File: src/rtl/can_bj_pkg.sv
package can_bj_pkg;

  typedef enum logic [1:0] {
    JS_HALT = 2'd0,
    JS_WAIT = 2'd1,
    JS_ON   = 2'd2
  } join_state_e;

  typedef enum logic {
    CAUSE_HOST   = 1'b0,
    CAUSE_BUSOFF = 1'b1
  } reset_cause_e;

endpackage

File: src/rtl/can_bj_rst_sync.sv
module can_bj_rst_sync #(
  parameter int STAGES = 2
) (
  input  logic clk_i,
  input  logic rst_ni,
  output logic rst_no
);

  logic [STAGES-1:0] sync_q;

  // Assertion is asynchronous, release walks through STAGES flops.
  always_ff @(posedge clk_i or negedge rst_ni) begin
    if (!rst_ni) begin
      sync_q <= '0;
    end else begin
      sync_q <= {sync_q[STAGES-2:0], 1'b1};
    end
  end

  assign rst_no = sync_q[STAGES-1];

endmodule

File: src/rtl/can_bj_req_reg.sv
module can_bj_req_reg
  import can_bj_pkg::*;
(
  input  logic         clk_i,
  input  logic         rst_ni,
  input  logic         wr_en_i,
  input  logic         wr_val_i,
  input  logic         bus_off_i,
  output logic         req_o,
  output reset_cause_e cause_o
);

  logic         req_q, req_d;
  reset_cause_e cause_q, cause_d;

  // Bus-off overrides the host. A fresh host request marks the cause as host.
  always_comb begin
    req_d   = req_q;
    cause_d = cause_q;
    if (bus_off_i) begin
      req_d   = 1'b1;
      cause_d = CAUSE_BUSOFF;
    end else if (wr_en_i) begin
      req_d = wr_val_i;
      if (wr_val_i && !req_q) begin
        cause_d = CAUSE_HOST;
      end
    end
  end

  always_ff @(posedge clk_i or negedge rst_ni) begin
    if (!rst_ni) begin
      req_q   <= 1'b1;
      cause_q <= CAUSE_HOST;
    end else begin
      req_q   <= req_d;
      cause_q <= cause_d;
    end
  end

  assign req_o   = req_q;
  assign cause_o = cause_q;

endmodule

File: src/rtl/can_bj_idle_cnt.sv
module can_bj_idle_cnt #(
  parameter int FREE_BITS = 11,
  parameter int MAX_OCC   = 128,
  localparam int RUN_W = $clog2(FREE_BITS + 1),
  localparam int OCC_W = $clog2(MAX_OCC + 1)
) (
  input  logic             clk_i,
  input  logic             rst_ni,
  input  logic             clr_i,
  input  logic             en_i,
  input  logic             strobe_i,
  input  logic             rx_i,
  input  logic [OCC_W-1:0] target_i,
  output logic             done_o
);

  localparam logic [RUN_W-1:0] RUN_LAST = RUN_W'(FREE_BITS - 1);

  logic [RUN_W-1:0] run_q, run_d;
  logic [OCC_W-1:0] occ_q, occ_d, occ_inc;
  logic             tick, run_full;

  assign tick     = en_i & strobe_i;
  assign run_full = (run_q == RUN_LAST);
  assign occ_inc  = occ_q + 1'b1;

  always_comb begin
    run_d  = run_q;
    occ_d  = occ_q;
    done_o = 1'b0;
    if (clr_i) begin
      run_d = '0;
      occ_d = '0;
    end else if (tick) begin
      if (!rx_i) begin
        run_d = '0;
      end else if (run_full) begin
        run_d  = '0;
        occ_d  = occ_inc;
        done_o = (occ_inc == target_i);
      end else begin
        run_d = run_q + 1'b1;
      end
    end
  end

  always_ff @(posedge clk_i or negedge rst_ni) begin
    if (!rst_ni) begin
      run_q <= '0;
      occ_q <= '0;
    end else begin
      run_q <= run_d;
      occ_q <= occ_d;
    end
  end

endmodule

File: src/rtl/can_busjoin_ctrl.sv
module can_busjoin_ctrl
  import can_bj_pkg::*;
#(
  parameter int FREE_BITS   = 11,
  parameter int HOST_WAIT   = 1,
  parameter int BUSOFF_WAIT = 128,
  parameter int SYNC_STAGES = 2
) (
  input  logic clk_i,
  input  logic rst_ni,
  input  logic host_wr_en_i,
  input  logic host_wr_req_i,
  input  logic bus_off_i,
  input  logic rx_bit_i,
  input  logic bit_strobe_i,
  output logic rst_req_o,
  output logic reset_mode_o,
  output logic bus_on_o
);

  localparam int MAX_OCC = (BUSOFF_WAIT > HOST_WAIT) ? BUSOFF_WAIT : HOST_WAIT;
  localparam int OCC_W   = $clog2(MAX_OCC + 1);
  localparam logic [OCC_W-1:0] HOST_T   = OCC_W'(HOST_WAIT);
  localparam logic [OCC_W-1:0] BUSOFF_T = OCC_W'(BUSOFF_WAIT);

  logic         rst_sync_n;
  logic         req_q;
  reset_cause_e cause_q;
  join_state_e  state_q, state_d;
  logic         cnt_clr, cnt_en, idle_done;
  logic [OCC_W-1:0] target;

  can_bj_rst_sync #(.STAGES(SYNC_STAGES)) u_sync (
    .clk_i  (clk_i),
    .rst_ni (rst_ni),
    .rst_no (rst_sync_n)
  );

  can_bj_req_reg u_req (
    .clk_i     (clk_i),
    .rst_ni    (rst_sync_n),
    .wr_en_i   (host_wr_en_i),
    .wr_val_i  (host_wr_req_i),
    .bus_off_i (bus_off_i),
    .req_o     (req_q),
    .cause_o   (cause_q)
  );

  assign target  = (cause_q == CAUSE_BUSOFF) ? BUSOFF_T : HOST_T;
  assign cnt_clr = req_q | (state_q == JS_ON);
  assign cnt_en  = (state_q != JS_ON);

  can_bj_idle_cnt #(.FREE_BITS(FREE_BITS), .MAX_OCC(MAX_OCC)) u_idle (
    .clk_i    (clk_i),
    .rst_ni   (rst_sync_n),
    .clr_i    (cnt_clr),
    .en_i     (cnt_en),
    .strobe_i (bit_strobe_i),
    .rx_i     (rx_bit_i),
    .target_i (target),
    .done_o   (idle_done)
  );

  always_comb begin
    state_d = state_q;
    if (req_q) begin
      state_d = JS_HALT;
    end else begin
      case (state_q)
        JS_HALT: state_d = idle_done ? JS_ON : JS_WAIT;
        JS_WAIT: if (idle_done) state_d = JS_ON;
        JS_ON:   state_d = JS_ON;
        default: state_d = JS_HALT;
      endcase
    end
  end

  always_ff @(posedge clk_i or negedge rst_sync_n) begin
    if (!rst_sync_n) begin
      state_q <= JS_HALT;
    end else begin
      state_q <= state_d;
    end
  end

  assign rst_req_o    = req_q;
  assign reset_mode_o = req_q;
  assign bus_on_o     = (state_q == JS_ON) & ~req_q;

endmodule

File: config.mk
export PLATFORM = sky130hd
export DESIGN_NAME = can_busjoin_ctrl
export DESIGN_NICKNAME = d
export VERILOG_FILES = /design/src/rtl/can_bj_pkg.sv /design/src/rtl/can_bj_rst_sync.sv /design/src/rtl/can_bj_req_reg.sv /design/src/rtl/can_bj_idle_cnt.sv /design/src/rtl/can_busjoin_ctrl.sv
export SDC_FILE = /design/constraint.sdc
export NUM_CORES = 1
export LEC_CHECK = 0
export BUFFER_PORTS_ARGS = -buffer_cell sky130_fd_sc_hd__buf_4
export CAP_MARGIN = 20
export CORE_UTILIZATION = 40
export CTS_BUF_LIST = sky130_fd_sc_hd__clkbuf_2
export CTS_CLUSTER_DIAMETER = 150
export DETAILED_ROUTE_END_ITERATION = 8
export PLACE_DENSITY = 0.58
export SLEW_MARGIN = 20
export SYNTH_ARGS = -nofsm -noshare
export SYNTH_HDL_FRONTEND = slang
export SYNTH_SLANG_ARGS = --single-unit
File: constraint.sdc
create_clock -name clk_i -period 0.9 [get_ports clk_i]
set_input_delay 0.045 -clock clk_i [delete_from_list [all_inputs] [get_ports clk_i]]
set_output_delay 0.045 -clock clk_i [all_outputs]
set_load 0.03 [all_outputs]
Yosys cells after proc, flatten, opt, wreduce, memory -nomap -nowiden
Index checks and enable logic that the tools add are counted.

cells by class
  add/subtract/negate cells = 2
  eq/ne operators = 6
  multiplexer cells = 22
  bitwise logic cells = 4
  reductions and logical operators = 10

operators with widths
  kind                                                              number
  8-bit two-way mux                                                 5
  4-bit two-way mux                                                 4
  2-bit nonzero test                                                5
  1-bit two-way mux                                                 9
  8-bit by 1-bit adder with 8-bit output (second input constant)    1
  8-bit == test                                                     1
  2-bit two-way mux                                                 3
  2-bit case mux with 3 select lines                                1
  4-bit by 1-bit adder with 4-bit output (second input constant)    1
  4-bit == test (second input constant)                             1
  3-bit by 2-bit != test with 1-bit output (second input constant)  1
  3-bit AND reduction                                               1
  1-bit bitwise AND                                                 2
  2-bit by 1-bit == test with 1-bit output (second input constant)  1
  2-bit == test (second input constant)                             1
  2-bit zero test                                                   1
  2-bit != test (second input constant)                             1
  2-bit AND reduction                                               1
  1-bit logical AND                                                 1
  1-bit zero test                                                   1
  1-bit NOT                                                         1
  1-bit OR                                                          1

storage, ports and cells
  register bits = 18
  input port bits = 7
  output and inout port bits = 3
  logic and storage cells = 50

Logic depth before layout (Yosys ltp)
Gate-level depths: netlist (run 1).

  word-level depth = 9
  mapped depth = 8
  mapped depth without buffers = 7

Modules after synthesis
Synthesis (run 1) repeated with hierarchy kept, for this count alone.

second synthesis, totals
  cell total of the unflattened synthesis = 126
  area total of the unflattened synthesis = 1168.6 um^2

modules (own cells, without submodules)
  module            times used  cells each  area an instance (um^2)  sequential area each (um^2)
  can_bj_idle_cnt   1           96          845.8                    300.3
  can_busjoin_ctrl  1           21          187.7                    50.0
  can_bj_req_reg    1           6           81.3                     51.3
  can_bj_rst_sync   1           3           53.8                     50.0

Worst setup path before layout (run 1)
Ideal clock, no wire load.

  path kind = flip-flop to flip-flop
  from = register state_q[0]
  to = register u_idle.occ_q[7]
  library setup time = 83 ps
  arrival time = 1622 ps
  data required time = 817 ps
  setup slack = -805 ps
  cell stages (with the launch flop) = 8
  period minus slack after synthesis = 1705 ps
  path through = dfrtp_1 > inv_1 > ha_1 > or4_1 > clkbuf_1 > nor2_1 > o21ai_1 > o21ai_0

between the ends
  word-level cells in the longest chain between the ends = 4

RTL lines
  item                                            line                                            source
  from (decl)                                     can_busjoin_ctrl.sv:29                          join_state_e state_q, state_d;
  from (signal assigned)                          can_busjoin_ctrl.sv:82                          state_q <= state_d;
  2-bit == test or 2-bit != test (tied branches)  can_busjoin_ctrl.sv:50, can_busjoin_ctrl.sv:51
  1-bit OR or 1-bit bitwise AND (tied branches)   can_busjoin_ctrl.sv:50, can_bj_idle_cnt.sv:23
  2-bit nonzero test (no line)                    --
  3-bit AND reduction (no line)                   --
  to (signal assigned)                            can_bj_idle_cnt.sv:50                           occ_q <= '0;
  to (signal assigned)                            can_bj_idle_cnt.sv:53                           occ_q <= occ_d;
  to (decl)                                       can_bj_idle_cnt.sv:20                           logic [OCC_W-1:0] occ_q, occ_d, occ_inc;

Parallel ways exist; a longest one is shown, timed or not.
A chain may end at the register's enable or synchronous reset.

Worst setup path after layout (run 1)
  from = register u_idle.occ_q[1]
  to = register state_q[1]

between the ends
  word-level cells in the longest chain between the ends = 9

RTL lines
  item                                      line                    source
  8-bit by 1-bit adder with 8-bit output *  can_bj_idle_cnt.sv:25   assign occ_inc = occ_q + 1'b1;
  8-bit == test *                           can_bj_idle_cnt.sv:40   done_o = (occ_inc == target_i);
  1-bit two-way mux *                       can_bj_idle_cnt.sv:37   end else if (run_full) begin
  1-bit two-way mux *                       can_bj_idle_cnt.sv:35   if (!rx_i) begin
  1-bit two-way mux *                       can_bj_idle_cnt.sv:34   end else if (tick) begin
  1-bit two-way mux *                       can_bj_idle_cnt.sv:31   if (clr_i) begin
  2-bit two-way mux                         can_busjoin_ctrl.sv:70  JS_HALT: state_d = idle_done ? JS_ON : JS_WAIT;
  2-bit case mux with 3 select lines        can_busjoin_ctrl.sv:69  case (state_q)
  2-bit two-way mux                         can_busjoin_ctrl.sv:66  if (req_q) begin

Every way passes the cells marked *; elsewhere a longest branch is shown, timed or not.

==> impl_metrics.csv, run 1 <==
group,metric,value,unit
cts,insertion_delay,0.31,ns
power,ir_drop,0.782,mV
power,power_switching,0.000410,W
floorplanning,core_area,2280,µm²
route,ant_nets,0,
synth,async_flop_share,1.00,
placed_design,portBuffers,9,
layout,fin_util,0.665,
synth,synth_top_flop_cell,"dfrtp_1",
timing,worst_clock_skew,0.0171,ns
synth,synth_area_per_cell,9.24,µm²
timing,slew_headroom,0.662,
cts,cts_tree,"yes",
cts,clk_pin_slew_worst_paths,0.19,ns
layout,final_cell_area,1510,µm²
synth,synth_top_area_cell,"dfrtp_1",
floorplanning,die_w,52.0,µm
setup_path,worst_setup_path_start_kind,"flop",
run,cap_violations,0,
layout,nets,171,
synth,synthesis.nets,122,
power,p_leak,0.691,nW
power,internal-power,0.00109,W
cts,cts.sinks,18,
synth,syn_area,998,µm²
floorplanning,fp-row-count,17,
synth,synth.distinct_cells,31,
power,finalPower,0.00150,W
route,drc_errors,0,
placed_design,gp_congestion,0.857,
global_route,grt_max_degree,17,
timing,finalMaxSlewViolations,0,
cts,cts-buffers-inserted,3,
floorplanning,initial_utilization,0.439,
layout,fillCellCount,187,
setup_path,arrival,1.99,ns
setup_path,r2r_slack,-0.88,ns
layout,drive_gt1_frac,0.436,
route,initialDrtViolationCount,16,
placed_design,dp_hpwl,1680,µm
setup_path,required,1.11,ns
status,status,"complete, but fails checks",
synth,synth-edff-count,0,
timing,hold_viol_final,0,
timing,period_share,1.98,
power,power_frac_comb,0.183,
power,switching_share,0.273,
global_route,grt_pass1_wl,3910,µm
cts,htree_levels,1,
power,p_clk_frac,0.255,
timing,setup_slack,-0.883,ns
timing,max_freq,561,MHz
global_route,grt_use_total,0.200,
timing,fin_tns_setup,-11.08,ns
hold_path,hp-class,"in2reg",
cts,clk_path_buf_depth,2,
setup_path,end_kind,"flop",
synth,synthCells,108,
floorplanning,dieArea,2700,µm²
route,wl_per_cell,13.2,µm
route,wirelength,2430,µm
setup_path,path_max_fanout,4,
synth,yosysSeqAreaShare,0.452,
floorplanning,io_pins,10,
synth,synth_top_area_frac,0.426,
timing,setup_violations,19,
synth,synth_warnings,0,
status,violations,"setup timing",
route,vias,952,
placed_design,placed_area,1330,µm²
route,viasPerCell,5.17,
layout,antennaDiodeCount,0,
synth,ys_ff_latch,18,
placed_design,dp_worst_setup_slack,-0.856,ns
layout,syn_to_final_growth,51.5,%
cts,cts-root-buf,"clkbuf_2",
global_route,overflow,0,
global_route,antenna_found_initial,0,
route,firstDrtPassIters,4,
timing,layout_min_cycle_time,1.78,ns
power,p_seq_frac,0.562,
floorplanning,die_h,52.0,µm
power,powerDensity,991,nW/µm²
timing,rsz0062_at_grt,"true",
global_route,grt_pass1_vias,942,
synth,synth_area_leaders,"dfrtp_1 (43%), ha_1 (8.8%), o21ai_0 (7.5%)",
timing,worst_pin_slew,0.504,ns
setup_path,crit_type,"reg2reg",
cell usage after synthesis (all sizes together), types with 2 or more instances:
master and count:
dfrtp 17, a21oi 2, nor3b 2, xor2 5, nor3 5, nand2b 4, nand4 2, clkbuf 2
ha 7, nand3 4, nand2 12, inv 4, nand3b 2, nor2 8, o21ai 17, nor2b 2
power groups by stage:
| stage | sequential, W | combinational [W] | clock (W) |
|---|---|---|---|
| after floorplan | 0.000873 | 0.000100 | 0 |
| after global placement | 0.000856 | 0.000211 | 0 |
| after detailed placement | 0.000856 | 0.000220 | 0 |
| after CTS | 0.000842 | 0.000241 | 0.000388 |
| after global routing | 0.000845 | 0.000299 | 0.000430 |
| final | 0.000843 | 0.000274 | 0.000383 |
registers in the layout, summed over array words and instances, names as in the netlist:
| register | count |
|---|---|
| u_sync.sync_q | 2 |
| u_req.cause_o | 1 |
| state_q | 2 |
| u_idle.occ_q | 8 |
| u_idle.run_q | 4 |
| u_req.req_o | 1 |
metal layers:
| layer | part of all wire | routed length (µm) | vias to the layer above | global-route usage |
|---|---|---|---|---|
| met2 | 0.51 | 1240 | 19 | 0.353 |
| met4 | 0.018 | 45 | 0 | 0.0676 |
| met1 | 0.45 | 1100 | 456 | 0.242 |
| li1 | - | - | 471 | - |
| met3 | 0.020 | 48 | 6 | 0.0351 |
| met5 | 0 | 0 | - | 0 |
critical path: stages, from the launching register on:
cell and delay, ns:
dfrtp_1 0.44, ha_2 0.22, nand3_1 0.10, xor2_1 0.22, and4_1 0.24, o2111ai_2 0.12
mux2_1 0.33
cell families (layout without fill, tap and decap cells):
logic type / after synthesis / count (layout) / synth area share
AND/OR/NAND/NOR: 46 / 47 / 0.241
AO/OA/AOI/OAI: 21 / 21 / 0.112
flip-flops: 18 / 18 / 0.452
adder cells (fa/ha/maj): 7 / 7 / 0.0877
buffers and inverters: 7 / 54 / 0.0301
XOR/XNOR: 6 / 6 / 0.0526
multiplexers: 2 / 2 / 0.0213
other: 1 / 1 / 0.00376
final timing paths:
| path | from | cells after the start | end |
|---|---|---|---|
| hold reg to reg | u_sync.sync_q[1]$_DFF_PN0_ | 1 | u_req.cause_o$_DFFE_PN0P_ |
| min in group asynchronous | rst_ni | 2 | u_sync.sync_q[0]$_DFF_PN0_ |
| max in group asynchronous | u_sync.sync_q[1]$_DFF_PN0_ | 1 | u_req.req_o$_DFFE_PN1P_ |
| setup reg to reg | u_idle.occ_q[1]$_DFFE_PN0P_ | 6 | state_q[1]$_DFFE_PN0P_ |
| setup / recovery | u_idle.occ_q[1]$_DFFE_PN0P_ | 6 | state_q[1]$_DFFE_PN0P_ |
| hold / removal | host_wr_req_i | 3 | u_req.req_o$_DFFE_PN1P_ |
timing repair:
action,CTS,global route
gates cloned,0,1
endpoints found under the setup margin,19,19
setup buffers,0,5
gates resized for setup,12,11
pin swaps,1,1
hold buffers,2,1
hold endpoints to repair,4,1
cell type report:
type	instances	area (µm²)	share of cell area
Sequential cell	18	452	0.299
Clock buffer	4	20.0	0.0132
Inverter	4	15.0	0.00993
Timing Repair Buffer	46	379	0.251
Tap cell	28	35.0	0.0232
Multi-Input combinational cell	84	612	0.404
stage by stage:
stage	hold slack, ns	cells
2_1_floorplan	-0.251	108
3_3_place_gp	-0.173	172
3_5_place_dp	-0.172	172
4_1_cts	0.000414	178
5_1_grt	0.0110	184
6_report	0.0115	184
cells in the final DEF, fill, tap and decap left out, types with 2 or more instances in the layout:
cell and instances:
o21ai_0 5, nor3_2 2, ha_2 2, o21ai_1 5
nand3b_1 2, buf_4 36, buf_6 7, nand2_1 12
a21oi_1 2, nor3_1 3, nand3_1 3, nor2_1 8
dlygate4sd3_1 3, inv_1 3, dfrtp_1 17, o21ai_2 7
ha_1 4, clkbuf_2 4, xor2_1 5, nand2b_1 3
or4_4 2, nand4_1 2
No activity file was read; power rests on OpenSTA's default activity.
==> inputs of run 2 (changes only) <==
--- a/config.mk
+++ b/config.mk
@@ -7,11 +7,11 @@
 export LEC_CHECK = 0
 export BUFFER_PORTS_ARGS = -buffer_cell sky130_fd_sc_hd__buf_4
 export CAP_MARGIN = 20
-export CORE_UTILIZATION = 40
+export CORE_UTILIZATION = 50
 export CTS_BUF_LIST = sky130_fd_sc_hd__clkbuf_2
 export CTS_CLUSTER_DIAMETER = 150
 export DETAILED_ROUTE_END_ITERATION = 8
-export PLACE_DENSITY = 0.58
+export PLACE_DENSITY = 0.7
 export SLEW_MARGIN = 20
 export SYNTH_ARGS = -nofsm -noshare
 export SYNTH_HDL_FRONTEND = slang
==> run 2 against run 1 <==
Against the previous run: flip-flop and latch count unchanged; final cell count up 2.7%; utilization up 26 points; total power up 5.5%; sequential share of layout area down 2.8 points; the flow still finishes with violations (setup timing).
==> impl_metrics.csv, run 2 (synthesized netlist as in run 1, its figures left out) <==
group,metric,value,unit
global_route,overflow,0,
power,power_frac_comb,0.217,
floorplanning,dieArea,2180,µm²
power,finalPower,0.00158,W
setup_path,path_max_fanout,3,
timing,slew_headroom,0.641,
cts,cts.sinks,18,
global_route,grt_max_degree,17,
layout,reg_top3,"u_idle.occ_q (8), u_idle.run_q (4)",
setup_path,required,1.12,ns
timing,worst_clock_skew,0.00931,ns
cts,insertion_delay,0.32,ns
placed_design,placed_cells,169,
route,vias,1216,
timing,rsz0062_at_grt,"true",
global_route,grt_pass1_wl,4310,µm
timing,finalMaxSlewViolations,0,
cts,htree_levels,1,
placed_design,portBuffers,9,
route,wl_per_cell,23.2,µm
route,ant_nets,0,
cts,clk_pin_slew_worst_paths,0.18,ns
layout,syn_to_final_growth,67.2,%
floorplanning,die_h,46.7,µm
floorplanning,die_w,46.7,µm
route,drc_errors,0,
cts,cts-root-buf,"clkbuf_2",
route,initialDrtViolationCount,91,
status,status,"complete, but fails checks",
setup_path,cpMaxStageDelayCell,"dfrtp_1",
layout,antennaDiodeCount,0,
power,switching_share,0.291,
cts,cts_tree,"yes",
hold_path,hp-class,"in2async",
run,cap_violations,0,
setup_path,path_cells,"ha_4 > xor2_1 > nor4_1 > and4_1 > o2111ai_2 > mux2_4",
global_route,antenna_found_initial,0,
floorplanning,core_area,1800,µm²
power,ir_drop,1.05,mV
layout,mostFrequentLayoutCell,"buf_4",
global_route,grt_use_total,0.289,
power,p_leak,0.757,nW
power,internal-power,0.00112,W
layout,largest-register,"u_idle.occ_q",
global_route,grt_pass1_vias,948,
cts,cts-buffers-inserted,3,
setup_path,arrival,2.30,ns
timing,worst_pin_slew,0.536,ns
setup_path,slowest_delay,0.50,ns
layout,drive_gt1_frac,0.518,
placed_design,dp_hpwl,1600,µm
power,p_seq_frac,0.536,
status,violations,"setup timing",
floorplanning,io_pins,10,
power,p_clk_frac,0.247,
timing,hold_viol_final,0,
floorplanning,initial_utilization,0.554,
setup_path,end_kind,"flop",
layout,final_cell_mix,"buf_4 (42), dfrtp_1 (17), nand2_1 (12)",
layout,stdcell_count,189,
cts,clk_path_buf_depth,2,
route,viasPerCell,6.43,
placed_design,gp_congestion,0.822,
route,firstDrtPassIters,4,
timing,max_freq,480,MHz
floorplanning,fp-row-count,15,
power,power_switching,0.000460,W
timing,setup_violations,19,
setup_path,crit_type,"reg2reg",
layout,nets,179,
timing,layout_min_cycle_time,2.08,ns
route,wirelength,4380,µm
power,powerDensity,948,nW/µm²
setup_path,worst_setup_path_start_kind,"flop",
layout,largest_register_ffs,8,
timing,setup_slack,-1.18,ns
timing,period_share,2.32,
-- run 2: power by group through the flow --
stage | combinational (W) | clock (W) | sequential (W)
2_1_floorplan | 0.000100 | 0 | 0.000873
5_1_grt | 0.000359 | 0.000454 | 0.000850
3_3_place_gp | 0.000205 | 0 | 0.000854
4_1_cts | 0.000253 | 0.000370 | 0.000842
6_report | 0.000344 | 0.000391 | 0.000848
3_5_place_dp | 0.000215 | 0 | 0.000855
-- run 2: per-layer routing --
metal / vias to the layer above / part of all wire / GRT usage
li1: 482 / - / -
met1: 547 / 0.34 / 0.350
met2: 129 / 0.46 / 0.503
met3: 58 / 0.11 / 0.0392
met4: 0 / 0.097 / 0.131
met5: - / 0 / 0
-- run 2: repair_timing --
action | CTS | global route
pin swaps | 0 | 10
gates cloned | 0 | 1
hold endpoints to repair | 4 | 0
resized for setup | 16 | 30
hold buffers | 4 | 0
endpoints found under the setup margin | 19 | 19
buffers inserted | 2 | 9
-- run 2: area by class of cell --
class	count	area, µm²
Multi-Input combinational cell	83	677
Timing Repair Buffer	55	474
Sequential cell	18	452
Fill cell	65	133
Tap cell	25	31.3
Clock buffer	4	20.0
Inverter	4	15.0
-- run 2: path summary, 6_finish.rpt --
kind	depth (start not counted)	to	startpoint	slack, ns
min	2	u_sync.sync_q[0]$_DFF_PN0_	rst_ni	0.02
max in group asynchronous	1	u_req.req_o$_DFFE_PN1P_	u_sync.sync_q[1]$_DFF_PN0_	0.46
max reg2reg	6	state_q[1]$_DFFE_PN0P_	u_idle.occ_q[0]$_DFFE_PN0P_	-1.18
min in group clk_i	3	u_idle.run_q[2]$_DFFE_PN0P_	rx_bit_i	0.14
min reg2reg	1	u_idle.run_q[0]$_DFFE_PN0P_	u_sync.sync_q[1]$_DFF_PN0_	0.19
max	6	state_q[1]$_DFFE_PN0P_	u_idle.occ_q[0]$_DFFE_PN0P_	-1.18
-- run 2: worst max-delay path: cells and delay by family (launching register included) --
family	cells	cell delay [ns]
AO/OA/AOI/OAI	1	0.13
flip-flops	1	0.50
AND/OR/NAND/NOR	2	0.64
multiplexers	1	0.35
adder cells (fa/ha/maj)	1	0.21
XOR/XNOR	1	0.16
-- run 2: through the flow --
step                hold slack (ns)   util  setup TNS, ns  area (µm²)  setup slack [ns]
global route                -0.0461  0.926         -16.67        1670             -1.45
global placement             -0.173  0.738          -8.79        1330            -0.852
floorplan                    -0.251      -          -7.81        1040            -0.736
CTS                          0.0287  0.810         -10.94        1460            -0.856
detailed placement           -0.172  0.738          -9.75        1330            -0.857
finish                       0.0200  0.926         -15.55        1670             -1.18
==> inputs of run 3 (changes only) <==
--- a/config.mk
+++ b/config.mk
@@ -12,6 +12,8 @@
 export CTS_CLUSTER_DIAMETER = 150
 export DETAILED_ROUTE_END_ITERATION = 8
 export PLACE_DENSITY = 0.7
+export REMOVE_ABC_BUFFERS = 1
+export SETUP_SLACK_MARGIN = 0.4
 export SLEW_MARGIN = 20
 export SYNTH_ARGS = -nofsm -noshare
 export SYNTH_HDL_FRONTEND = slang
==> run 3 against run 2 <==
Against the previous run: the run ends with hold timing, setup timing left; clock skew grew 0.010 ns; via count shrank 20%; routed wire length shrank 41%; flip-flop and latch count is the same; critical path type unchanged; largest cell class unchanged; largest power group unchanged.
==> impl_metrics.csv, run 3 (synthesized netlist as in run 1, its figures left out) <==
group,metric,value,unit
status,status,"complete, but fails checks",
status,violations,"hold timing, setup timing",
global_route,gr-usage-met1,0.300,
power,switching_share,0.274,
layout,syn_to_final_growth,51.6,%
timing,setup_violations,19,
floorplanning,dieArea,2180,µm²
cts,insertion_delay,0.31,ns
hold_path,whs_path_depth,2,
timing,setup_slack,-0.910,ns
layout,largest-register,"u_idle.occ_q",
setup_path,cpMaxStageDelayCell,"or4_4",
route,vias,968,
power,internal-power,0.00106,W
layout,reg_top3,"u_idle.occ_q (8), u_idle.run_q (4)",
timing,layout_min_cycle_time,1.81,ns
floorplanning,fp-row-count,15,
global_route,grt_max_degree,17,
cts,cts.sinks,18,
placed_design,dp_hpwl,1570,µm
setup_path,required,1.14,ns
setup_path,end_kind,"flop",
setup_path,slowest_delay,0.54,ns
hold_path,hold_end,"u_req.cause_o$_DFFE_PN0P_",
cts,htree_levels,1,
power,p_leak,0.689,nW
cts,clk_pin_slew_worst_paths,0.19,ns
global_route,grt_use_total,0.246,
layout,nets,170,
global_route,grt_pass1_vias,903,
timing,max_freq,552,MHz
floorplanning,die_h,46.7,µm
cts,cts-root-buf,"clkbuf_2",
setup_path,worst-path-buf-inv,2,
power,power_switching,0.000401,W
timing,finalMaxSlewViolations,0,
layout,fillCellCount,108,
setup_path,crit_type,"reg2reg",
hold_path,hp-start,"bus_off_i",
hold_path,hp-class,"in2reg",
setup_path,worst_setup_path_start_kind,"flop",
placed_design,portBuffers,9,
cts,cts-buffers-inserted,3,
route,firstDrtPassIters,4,
layout,final_cell_mix,"buf_4 (38), dfrtp_1 (17), nand2_1 (12)",
floorplanning,die_w,46.7,µm
layout,mostFrequentLayoutCell,"buf_4",
setup_path,rr_worst_depth,8,
route,ant_nets,0,
placed_design,gp_congestion,0.786,
layout,fin_util,0.840,
timing,finalHoldWorstSlack,-0.0642,ns
global_route,use_met2,0.411,
route,drc_errors,0,
route,initialDrtViolationCount,21,
cts,clk_path_buf_depth,2,
layout,largest_register_ffs,8,
setup_path,r2r_end,"u_idle.occ_q[3]$_DFFE_PN0P_",
global_route,grt_use_met3,0.0549,
power,p_clk_frac,0.240,
global_route,grt-busiest-layer,"met2",
global_route,overflow,0,
power,ir_drop,0.753,mV
route,wirelength,2580,µm
setup_path,crit_family,"simple AND/OR/NAND/NOR gates",
route,viasPerCell,5.38,
floorplanning,io_pins,10,
setup_path,r2r_slack,-0.91,ns
global_route,grt_pass1_wl,3750,µm
setup_path,arrival,2.05,ns
cts,cts_hold_buf,1,
timing,worst_clock_skew,0.0193,ns
cts,cts_tree,"yes",
timing,period_share,2.01,
power,power_frac_comb,0.185,
setup_path,r2r_start,"u_idle.run_q[0]$_DFFE_PN0P_",
timing,rsz0062_at_grt,"true",
power,powerDensity,968,nW/µm²
global_route,antenna_found_initial,0,
setup_path,path_cells,"inv_1 > ha_2 > nand3b_1 > or4_4 > buf_6 > nor2b_1 > o21ai_1 > o31ai_1",
setup_path,path_max_fanout,6,
timing,hold_viol_final,2,
layout,drive_gt1_frac,0.458,
floorplanning,initial_utilization,0.554,
power,p_seq_frac,0.574,
run,cap_violations,0,
layout,antennaDiodeCount,0,
floorplanning,core_area,1800,µm²
route,wl_per_cell,14.3,µm
-- run 3: cell count changes in the layout (fill, tap and decap cells not counted), moves of 2 or more --
cell,delta
nor2_2,+2
o21ai_1,+5
xor2_2,+2
ha_4,-2
buf_4,-4
dlygate4sd3_1,-3
ha_2,+2
xor2_1,-2
o21ai_2,-6
-- run 3: metal layers --
metal  routed length [µm]  up-vias
met2                 1350       35
li1                     -      468
met4                   33        0
met1                 1090      459
met5                    0        -
met3                  103        6
-- run 3: how the worst max path moves through the flow --
stage | start | to | slack [ns] | depth (start not counted)
global route | u_idle.occ_q[0]$_DFFE_PN0P_ | state_q[1]$_DFFE_PN0P_ | -0.97 | 6
finish | u_idle.run_q[0]$_DFFE_PN0P_ | u_idle.occ_q[3]$_DFFE_PN0P_ | -0.91 | 8
CTS | u_idle.occ_q[1]$_DFFE_PN0P_ | state_q[1]$_DFFE_PN0P_ | -0.86 | 6
floorplan | state_q[0]$_DFFE_PN0P_ | u_idle.occ_q[3]$_DFFE_PN0P_ | -0.80 | 6
detailed placement | u_idle.occ_q[0]$_DFFE_PN0P_ | state_q[1]$_DFFE_PN0P_ | -0.89 | 6
global placement | u_idle.occ_q[0]$_DFFE_PN0P_ | state_q[1]$_DFFE_PN0P_ | -0.86 | 6
-- run 3: worst register-to-register path, stage by stage (launching register included) --
cell      delay (ns)
dfrtp_1         0.42
inv_1           0.06
ha_2            0.16
nand3b_1        0.13
or4_4           0.54
buf_6           0.16
nor2b_1         0.12
o21ai_1         0.07
o31ai_1         0.07
-- run 3: per-stage QoR --
step                      area (µm²)  power [W]  cells  TNS [ns]  worst slack [ns]
after global routing            1510    0.00152    180    -12.96            -0.972
final                           1510    0.00147    180    -11.99            -0.910
after detailed placement        1280    0.00106    165    -10.17            -0.886
after floorplan                  983   0.000953    105     -9.24            -0.798
after global placement          1280    0.00105    165     -9.23            -0.860
after CTS                       1390    0.00142    175    -10.95            -0.860
-- run 3: power groups by stage --
stage	combinational (W)	sequential [W]	clock, W
floorplan	0.0000703	0.000883	0
global placement	0.000193	0.000852	0
detailed placement	0.000205	0.000853	0
CTS	0.000227	0.000840	0.000357
global route	0.000291	0.000843	0.000389
finish	0.000272	0.000841	0.000352
-- run 3: final cells by class --
| type | count | area, µm² | area share |
|---|---|---|---|
| Multi-Input combinational cell | 83 | 619 | 0.409 |
| Sequential cell | 18 | 452 | 0.298 |
| Timing Repair Buffer | 46 | 378 | 0.250 |
| Tap cell | 25 | 31.3 | 0.0207 |
| Clock buffer | 3 | 15.0 | 0.00992 |
| Inverter | 4 | 15.0 | 0.00992 |
| Clock inverter | 1 | 3.75 | 0.00248 |
-- run 3: timing repair --
item                                    in CTS  in global routing
buffers inserted                             4                  5
hold endpoints to repair                     4                  2
resized for setup                           27                 20
gates cloned                                 1                  0
pin swaps                                    4                  4
endpoints found under the setup margin      19                 19
